File: config.mk
export PLATFORM = sky130hd
export DESIGN_NAME = usbdev_evt_intreg
export DESIGN_NICKNAME = d
export VERILOG_FILES = /design/src/rtl/usbdev_evt_pkg.sv /design/src/rtl/usbdev_evt_req.sv /design/src/rtl/usbdev_evt_irq.sv /design/src/rtl/usbdev_evt_intreg.sv
export SDC_FILE = /design/constraint.sdc
export NUM_CORES = 1
export LEC_CHECK = 0
export BUFFER_PORTS_ARGS = -buffer_cell sky130_fd_sc_hd__buf_2
export CORE_ASPECT_RATIO = 1.1
export CORE_MARGIN = 5
export CORE_UTILIZATION = 31
export DETAILED_ROUTE_END_ITERATION = 8
export PLACE_DENSITY = 0.79
export SLEW_MARGIN = 10
export SYNTH_ARGS = -nofsm -noshare
export SYNTH_HDL_FRONTEND = slang
export SYNTH_SLANG_ARGS = --single-unit
File: constraint.sdc
create_clock -name clk -period 0.98 [get_ports clk]
set_input_delay 0.147 -clock clk [delete_from_list [all_inputs] [get_ports clk]]
set_output_delay 0.147 -clock clk [all_outputs]
set_load 0.05 [all_outputs]
File: src/rtl/usbdev_evt_pkg.sv
package usbdev_evt_pkg;

    localparam int REG_W = 8;
    localparam int N_REQ = 3;

    // request slot indices
    localparam int REQ_RST  = 0;
    localparam int REQ_SUSP = 1;
    localparam int REQ_RES  = 2;

    // field positions that software decodes
    localparam int BIT_EN   = 0;
    localparam int BIT_ACT  = 1;
    localparam int BIT_RESM = 2;
    localparam int BIT_RES  = 3;
    localparam int BIT_SUSP = 4;
    localparam int BIT_SRM  = 5;
    localparam int BIT_RST  = 6;
    localparam int BIT_RSTM = 7;

    typedef struct packed {
        logic rst_mask;
        logic rst_req;
        logic sr_mask;
        logic susp_req;
        logic res_req;
        logic res_mask;
        logic active;
        logic enable;
    } evt_reg_t;

    localparam evt_reg_t CORE_RST_VAL = '{rst_mask: 1'b1, sr_mask: 1'b1, default: 1'b0};

    function automatic int req_pos(input int idx);
        case (idx)
            REQ_RST:  return BIT_RST;
            REQ_SUSP: return BIT_SUSP;
            default:  return BIT_RES;
        endcase
    endfunction

endpackage

File: src/rtl/usbdev_evt_req.sv
module usbdev_evt_req (
    input  logic clk,
    input  logic rst,
    input  logic set_i,
    input  logic clr_i,
    input  logic flush_i,
    output logic q
);
    // priority: core reset, bus-reset flush, hardware set, software clear
    always_ff @(posedge clk) begin
        if (rst)          q <= 1'b0;
        else if (flush_i) q <= 1'b0;
        else if (set_i)   q <= 1'b1;
        else if (clr_i)   q <= 1'b0;
    end

    a_r6_set_wins: assert property (@(posedge clk) disable iff (rst)
        (set_i && !flush_i) |=> q);
    a_r5_w1c_clears: assert property (@(posedge clk) disable iff (rst)
        (clr_i && !set_i && !flush_i) |=> !q);
    a_r5_hold: assert property (@(posedge clk) disable iff (rst)
        (!set_i && !clr_i && !flush_i) |=> $stable(q));
    a_r7_flush: assert property (@(posedge clk) disable iff (rst)
        flush_i |=> !q);
endmodule

File: src/rtl/usbdev_evt_irq.sv
module usbdev_evt_irq #(
    parameter int N_SRC = 3
) (
    input  logic             clk,
    input  logic             rst,
    input  logic [N_SRC-1:0] req_i,
    input  logic [N_SRC-1:0] open_i,
    output logic             irq
);
    logic [N_SRC-1:0] live;
    assign live = req_i & open_i;

    always_ff @(posedge clk) begin
        if (rst) irq <= 1'b0;
        else     irq <= |live;
    end

    a_r8_quiet: assert property (@(posedge clk) disable iff (rst)
        (req_i == '0) |=> !irq);
endmodule

File: src/rtl/usbdev_evt_intreg.sv
module usbdev_evt_intreg
    import usbdev_evt_pkg::*;
#(
    parameter int DATA_W = 32
) (
    input  logic              clk,
    input  logic              rst,
    input  logic              wr_en,
    input  logic [DATA_W-1:0] wr_data,
    output logic [DATA_W-1:0] rd_data,
    input  logic              ev_bus_reset,
    input  logic              ev_suspend,
    input  logic              ev_resume,
    input  logic              bus_active,
    output logic              ctrl_enable,
    output logic              irq
);
    localparam int RSV_W = DATA_W - REG_W;

    evt_reg_t         st;
    logic [N_REQ-1:0] set_v, clr_v, flush_v, req_v, open_v;
    logic             en_q, act_q, resm_q, srm_q, rstm_q;
    logic             rsv_unused;

    assign rsv_unused = ^wr_data[DATA_W-1:REG_W];

    // configuration and status fields
    always_ff @(posedge clk) begin
        if (rst) begin
            en_q   <= CORE_RST_VAL.enable;
            act_q  <= CORE_RST_VAL.active;
            resm_q <= CORE_RST_VAL.res_mask;
            srm_q  <= CORE_RST_VAL.sr_mask;
            rstm_q <= CORE_RST_VAL.rst_mask;
        end else begin
            act_q <= bus_active;
            if (wr_en) begin
                en_q   <= wr_data[BIT_EN];
                resm_q <= wr_data[BIT_RESM];
                srm_q  <= wr_data[BIT_SRM];
                rstm_q <= wr_data[BIT_RSTM];
            end
        end
    end

    // event sources per request slot
    assign set_v[REQ_RST]    = ev_bus_reset;
    assign set_v[REQ_SUSP]   = ev_suspend;
    assign set_v[REQ_RES]    = ev_resume;
    assign flush_v[REQ_RST]  = 1'b0;
    assign flush_v[REQ_SUSP] = ev_bus_reset;
    assign flush_v[REQ_RES]  = ev_bus_reset;

    generate
        for (genvar g = 0; g < N_REQ; g++) begin : g_req
            localparam int POS = req_pos(g);
            assign clr_v[g] = wr_en & wr_data[POS];
            usbdev_evt_req i_req (
                .clk    (clk),
                .rst    (rst),
                .set_i  (set_v[g]),
                .clr_i  (clr_v[g]),
                .flush_i(flush_v[g]),
                .q      (req_v[g])
            );
        end
    endgenerate

    assign st.enable   = en_q;
    assign st.active   = act_q;
    assign st.res_mask = resm_q;
    assign st.res_req  = req_v[REQ_RES];
    assign st.susp_req = req_v[REQ_SUSP];
    assign st.sr_mask  = srm_q;
    assign st.rst_req  = req_v[REQ_RST];
    assign st.rst_mask = rstm_q;

    assign open_v[REQ_RST]  = ~rstm_q;
    assign open_v[REQ_SUSP] = ~srm_q;
    assign open_v[REQ_RES]  = ~srm_q & ~resm_q;

    usbdev_evt_irq #(.N_SRC(N_REQ)) i_irq (
        .clk   (clk),
        .rst   (rst),
        .req_i (req_v),
        .open_i(open_v),
        .irq   (irq)
    );

    assign rd_data     = {{RSV_W{1'b0}}, st};
    assign ctrl_enable = en_q;

    a_r1_reset_value: assert property (@(posedge clk)
        rst |=> (rd_data == DATA_W'(CORE_RST_VAL)) && !irq);
    a_r2_enable_write: assert property (@(posedge clk) disable iff (rst)
        wr_en |=> ctrl_enable == $past(wr_data[BIT_EN]));
    a_r3_active_follow: assert property (@(posedge clk) disable iff (rst)
        !$past(rst) |-> rd_data[BIT_ACT] == $past(bus_active));
    a_r7_bus_reset: assert property (@(posedge clk) disable iff (rst)
        ev_bus_reset |=> rd_data[BIT_RST] && !rd_data[BIT_SUSP] && !rd_data[BIT_RES]);
    a_r8_reset_irq: assert property (@(posedge clk) disable iff (rst)
        (rd_data[BIT_RST] && !rd_data[BIT_RSTM]) |=> irq);
endmodule

==> impl_summary.md <==
Routing
For this run, the detailed router's first-pass iteration total came to 1. The detail route stage leaves a number of antenna-violating nets equal to 0. Dividing the detail-routed wire length by the instance count gives 10.7 um. The routed via count divided by cell count is 3.88. The final route contains 380 vias. After detailed routing, the number of remaining DRC violations is 0. The detailed router finished its first iteration with 0 violations. The aggregate routed wire length is 1050 um.

Clocking
Buffers inserted during clock tree synthesis total 3. The clock drives 9 sinks. CTS built an H-tree with a depth of 1. The root buffer cell is sky130_fd_sc_hd__clkbuf_4.

Clock latency on the worst-skew pair, taken at its later pin, is 0.26 ns. In this run the deepest clock path goes through 2 buffers. The clock-pin slew reported for the worst setup and hold paths after clock tree synthesis is 0.06 ns.

TritonCTS built the clock tree.

Yosys
Of the synthesized area, sequential elements account for 31.5%. The synthesized flop and latch total is 9. The mean area per synthesized cell is 9.08 um2. The Yosys step of the flow raised 0 warnings. Synthesis produced 63 cells. The cell area after synthesis is 572 um2. Yosys mapped the design onto 14 distinct sky130hd cell types.

Critical path
STA classifies the critical path endpoint as a primary output. The delay of the slowest cell on the worst path is 0.36 ns. In this run the worst path has a maximum fanout of 3. Broken down by cell family, the worst path's largest delay share belongs to flip-flops. The critical path starts at g_req[0].i_req.q. The critical path goes through buf_6.

The classification of the worst setup path is flip-flop to primary output. The worst path required time is 0.83 ns. The worst register-to-register path begins at resm_q. The number of buffers and inverters on the critical path is 1.

The cell at the slowest stage of the critical path is sky130_fd_sc_hd__dfxtp_1. STA classifies the critical path startpoint as a flip-flop. Data arrives at the worst endpoint at 0.79 ns.

Global route
The first-pass GRT wire length is 1500 um. The number of global-route vias before repair is 350. In the global route stage, overall resource usage came out at 7.72%. The initial antenna violation count is 0.

The pin count of the biggest net entering global routing is 10. Summed over all layers, the global routing overflow is 0.

Flow run
The tool flagged a number of max-cap violations equal to 0.

Placement
Buffers placed on the I/O ports in this run total 23. The estimated wirelength of the detail-placed design is 891 um. The congestion estimate from routability-driven global placement came to 0.612. The post-placement worst setup slack is 0.0631 ns. The instance area after placement is 552 um2.

STA
The final hold violation count came to 0. For the finished layout, the period the worst path requires is 0.940 ns. The total count of max-transition violations in the final report was 0. The worst path uses 95.9% of the clock period. The final clock skew is 0.00369 ns. Once routing completed, OpenROAD measured the worst setup slack at 0.0404 ns. The maximum clock frequency is 1060 MHz. Setup violations remaining at the end of the flow were counted as 0.

Worst hold path
The worst hold path begins at bus_active. The tightest min-delay check is of the primary input to flip-flop type.

Die
For this design the top-level I/O count stands at 73. The total die area is 2800 um2. The floorplan core area is 1760 um2.

The starting density of the core is 32.5%. The width of the die is 51.0 um. Row generation in the floorplan step produced 16 rows. The overall die height is 55.0 um.

Layout
The share of final-layout standard cells stronger than drive strength 1 is 41.3%. The area growth from synthesis to layout is 10.5%. At the end of the flow, the number of nets in the layout was 120.

0 antenna diodes ended up in the layout. The count of filler cells inserted in the layout is 210. The cell area after layout is 632 um2.

Power
The overall power after layout is 1090 uW. Across the VDD grid, the largest voltage drop is 0.000709 V. For this design the static power due to leakage is 0.000326 uW. In this run the power density over the cells is 1730 nW/um2.

Status
The run finished with clean final reports.
## worst paths after layout
kind / end / slack (ns) / depth (start not counted)
worst max register to register: i_irq.irq / 0.09 / 2
worst min-delay path: act_q / 0.09 / 2
worst min register to register: ctrl_enable / 0.50 / 2
worst max-delay path: rd_data[6] / 0.04 / 1
## synth_stat cells
| cell type | n | area (um2) |
|---|---|---|
| sky130_fd_sc_hd__buf_4 | 32 | 240 |
| sky130_fd_sc_hd__a211o_1 | 2 | 17.5 |
| sky130_fd_sc_hd__a31oi_1 | 1 | 6.26 |
| sky130_fd_sc_hd__dfxtp_1 | 9 | 180 |
| sky130_fd_sc_hd__mux2i_1 | 2 | 20.0 |
| sky130_fd_sc_hd__conb_1 | 1 | 3.75 |
| sky130_fd_sc_hd__o21ba_2 | 1 | 10.0 |
| sky130_fd_sc_hd__a21boi_0 | 3 | 22.5 |
| sky130_fd_sc_hd__nor2_1 | 3 | 11.3 |
| sky130_fd_sc_hd__nand2b_1 | 2 | 12.5 |
| sky130_fd_sc_hd__nor2b_1 | 3 | 18.8 |
| sky130_fd_sc_hd__o21a_1 | 2 | 15.0 |
| sky130_fd_sc_hd__or3b_1 | 1 | 8.76 |
| sky130_fd_sc_hd__buf_2 | 1 | 5.00 |
## stage by stage
stage               setup TNS (ns)  utilization [%]  hold slack (ns)  instances
CTS                        -0.0507             34.1           0.0908         98
floorplan                        0                -            0.212         86
detailed placement               0             31.3            0.366         94
finish                           0             35.9           0.0945         98
global placement                 0             31.3            0.356         94
global route               -0.0161             35.9           0.0877         98
## power breakdown
group / total, uW / switching [uW] / internal [uW]
sequential: 406 / 15.6 / 391
clock: 286 / 129 / 157
combinational: 401 / 321 / 79.9
## metal layers
metal	part of all wire [%]	global-route usage (%)	vias to the layer above
li1	-	-	180
met3	12	3.22	3
met5	0	0	-
met2	53	13.0	25
met1	32	7.41	172
met4	2.4	6.38	0
## cell type report
type	count	area [um2]	share of cell area, %
clock buffer	4	26.3	4.16
multi-input combinational	44	233	36.8
sequential	9	188	29.7
tap	18	22.5	3.56
timing repair buffer	23	163	25.7
## state kept, by name (all words and copies together), names as in the netlist
register,flops
act_q,1
rstm_q,1
resm_q,1
ctrl_enable,1
g_req.i_req.q,3
srm_q,1
i_irq.irq,1
## placed cells by master (no fill, tap or decap), types with 3 or more instances in the layout
cell,n
sky130_fd_sc_hd__a21boi_0,3
sky130_fd_sc_hd__buf_2,13
sky130_fd_sc_hd__buf_6,6
sky130_fd_sc_hd__clkbuf_4,5
sky130_fd_sc_hd__conb_1,24
sky130_fd_sc_hd__dfxtp_1,3
sky130_fd_sc_hd__dfxtp_2,6
sky130_fd_sc_hd__nor2_1,3
sky130_fd_sc_hd__nor2b_1,3
## repair_timing
action,CTS,global route
pin swaps,0,1
setup buffers,0,0
gates cloned,0,0
gates resized for setup,8,15
setup endpoints to repair,8,11
hold buffers,0,0
## cells by family after synthesis
kind of cell	synth area share (%)
flip-flops	31.5
multiplexers	3.50
AND/OR/NAND/NOR	8.97
AO/OA/AOI/OAI	12.5
other	0.656
buffers and inverters	42.9
Power figures use the tool's default switching activity.
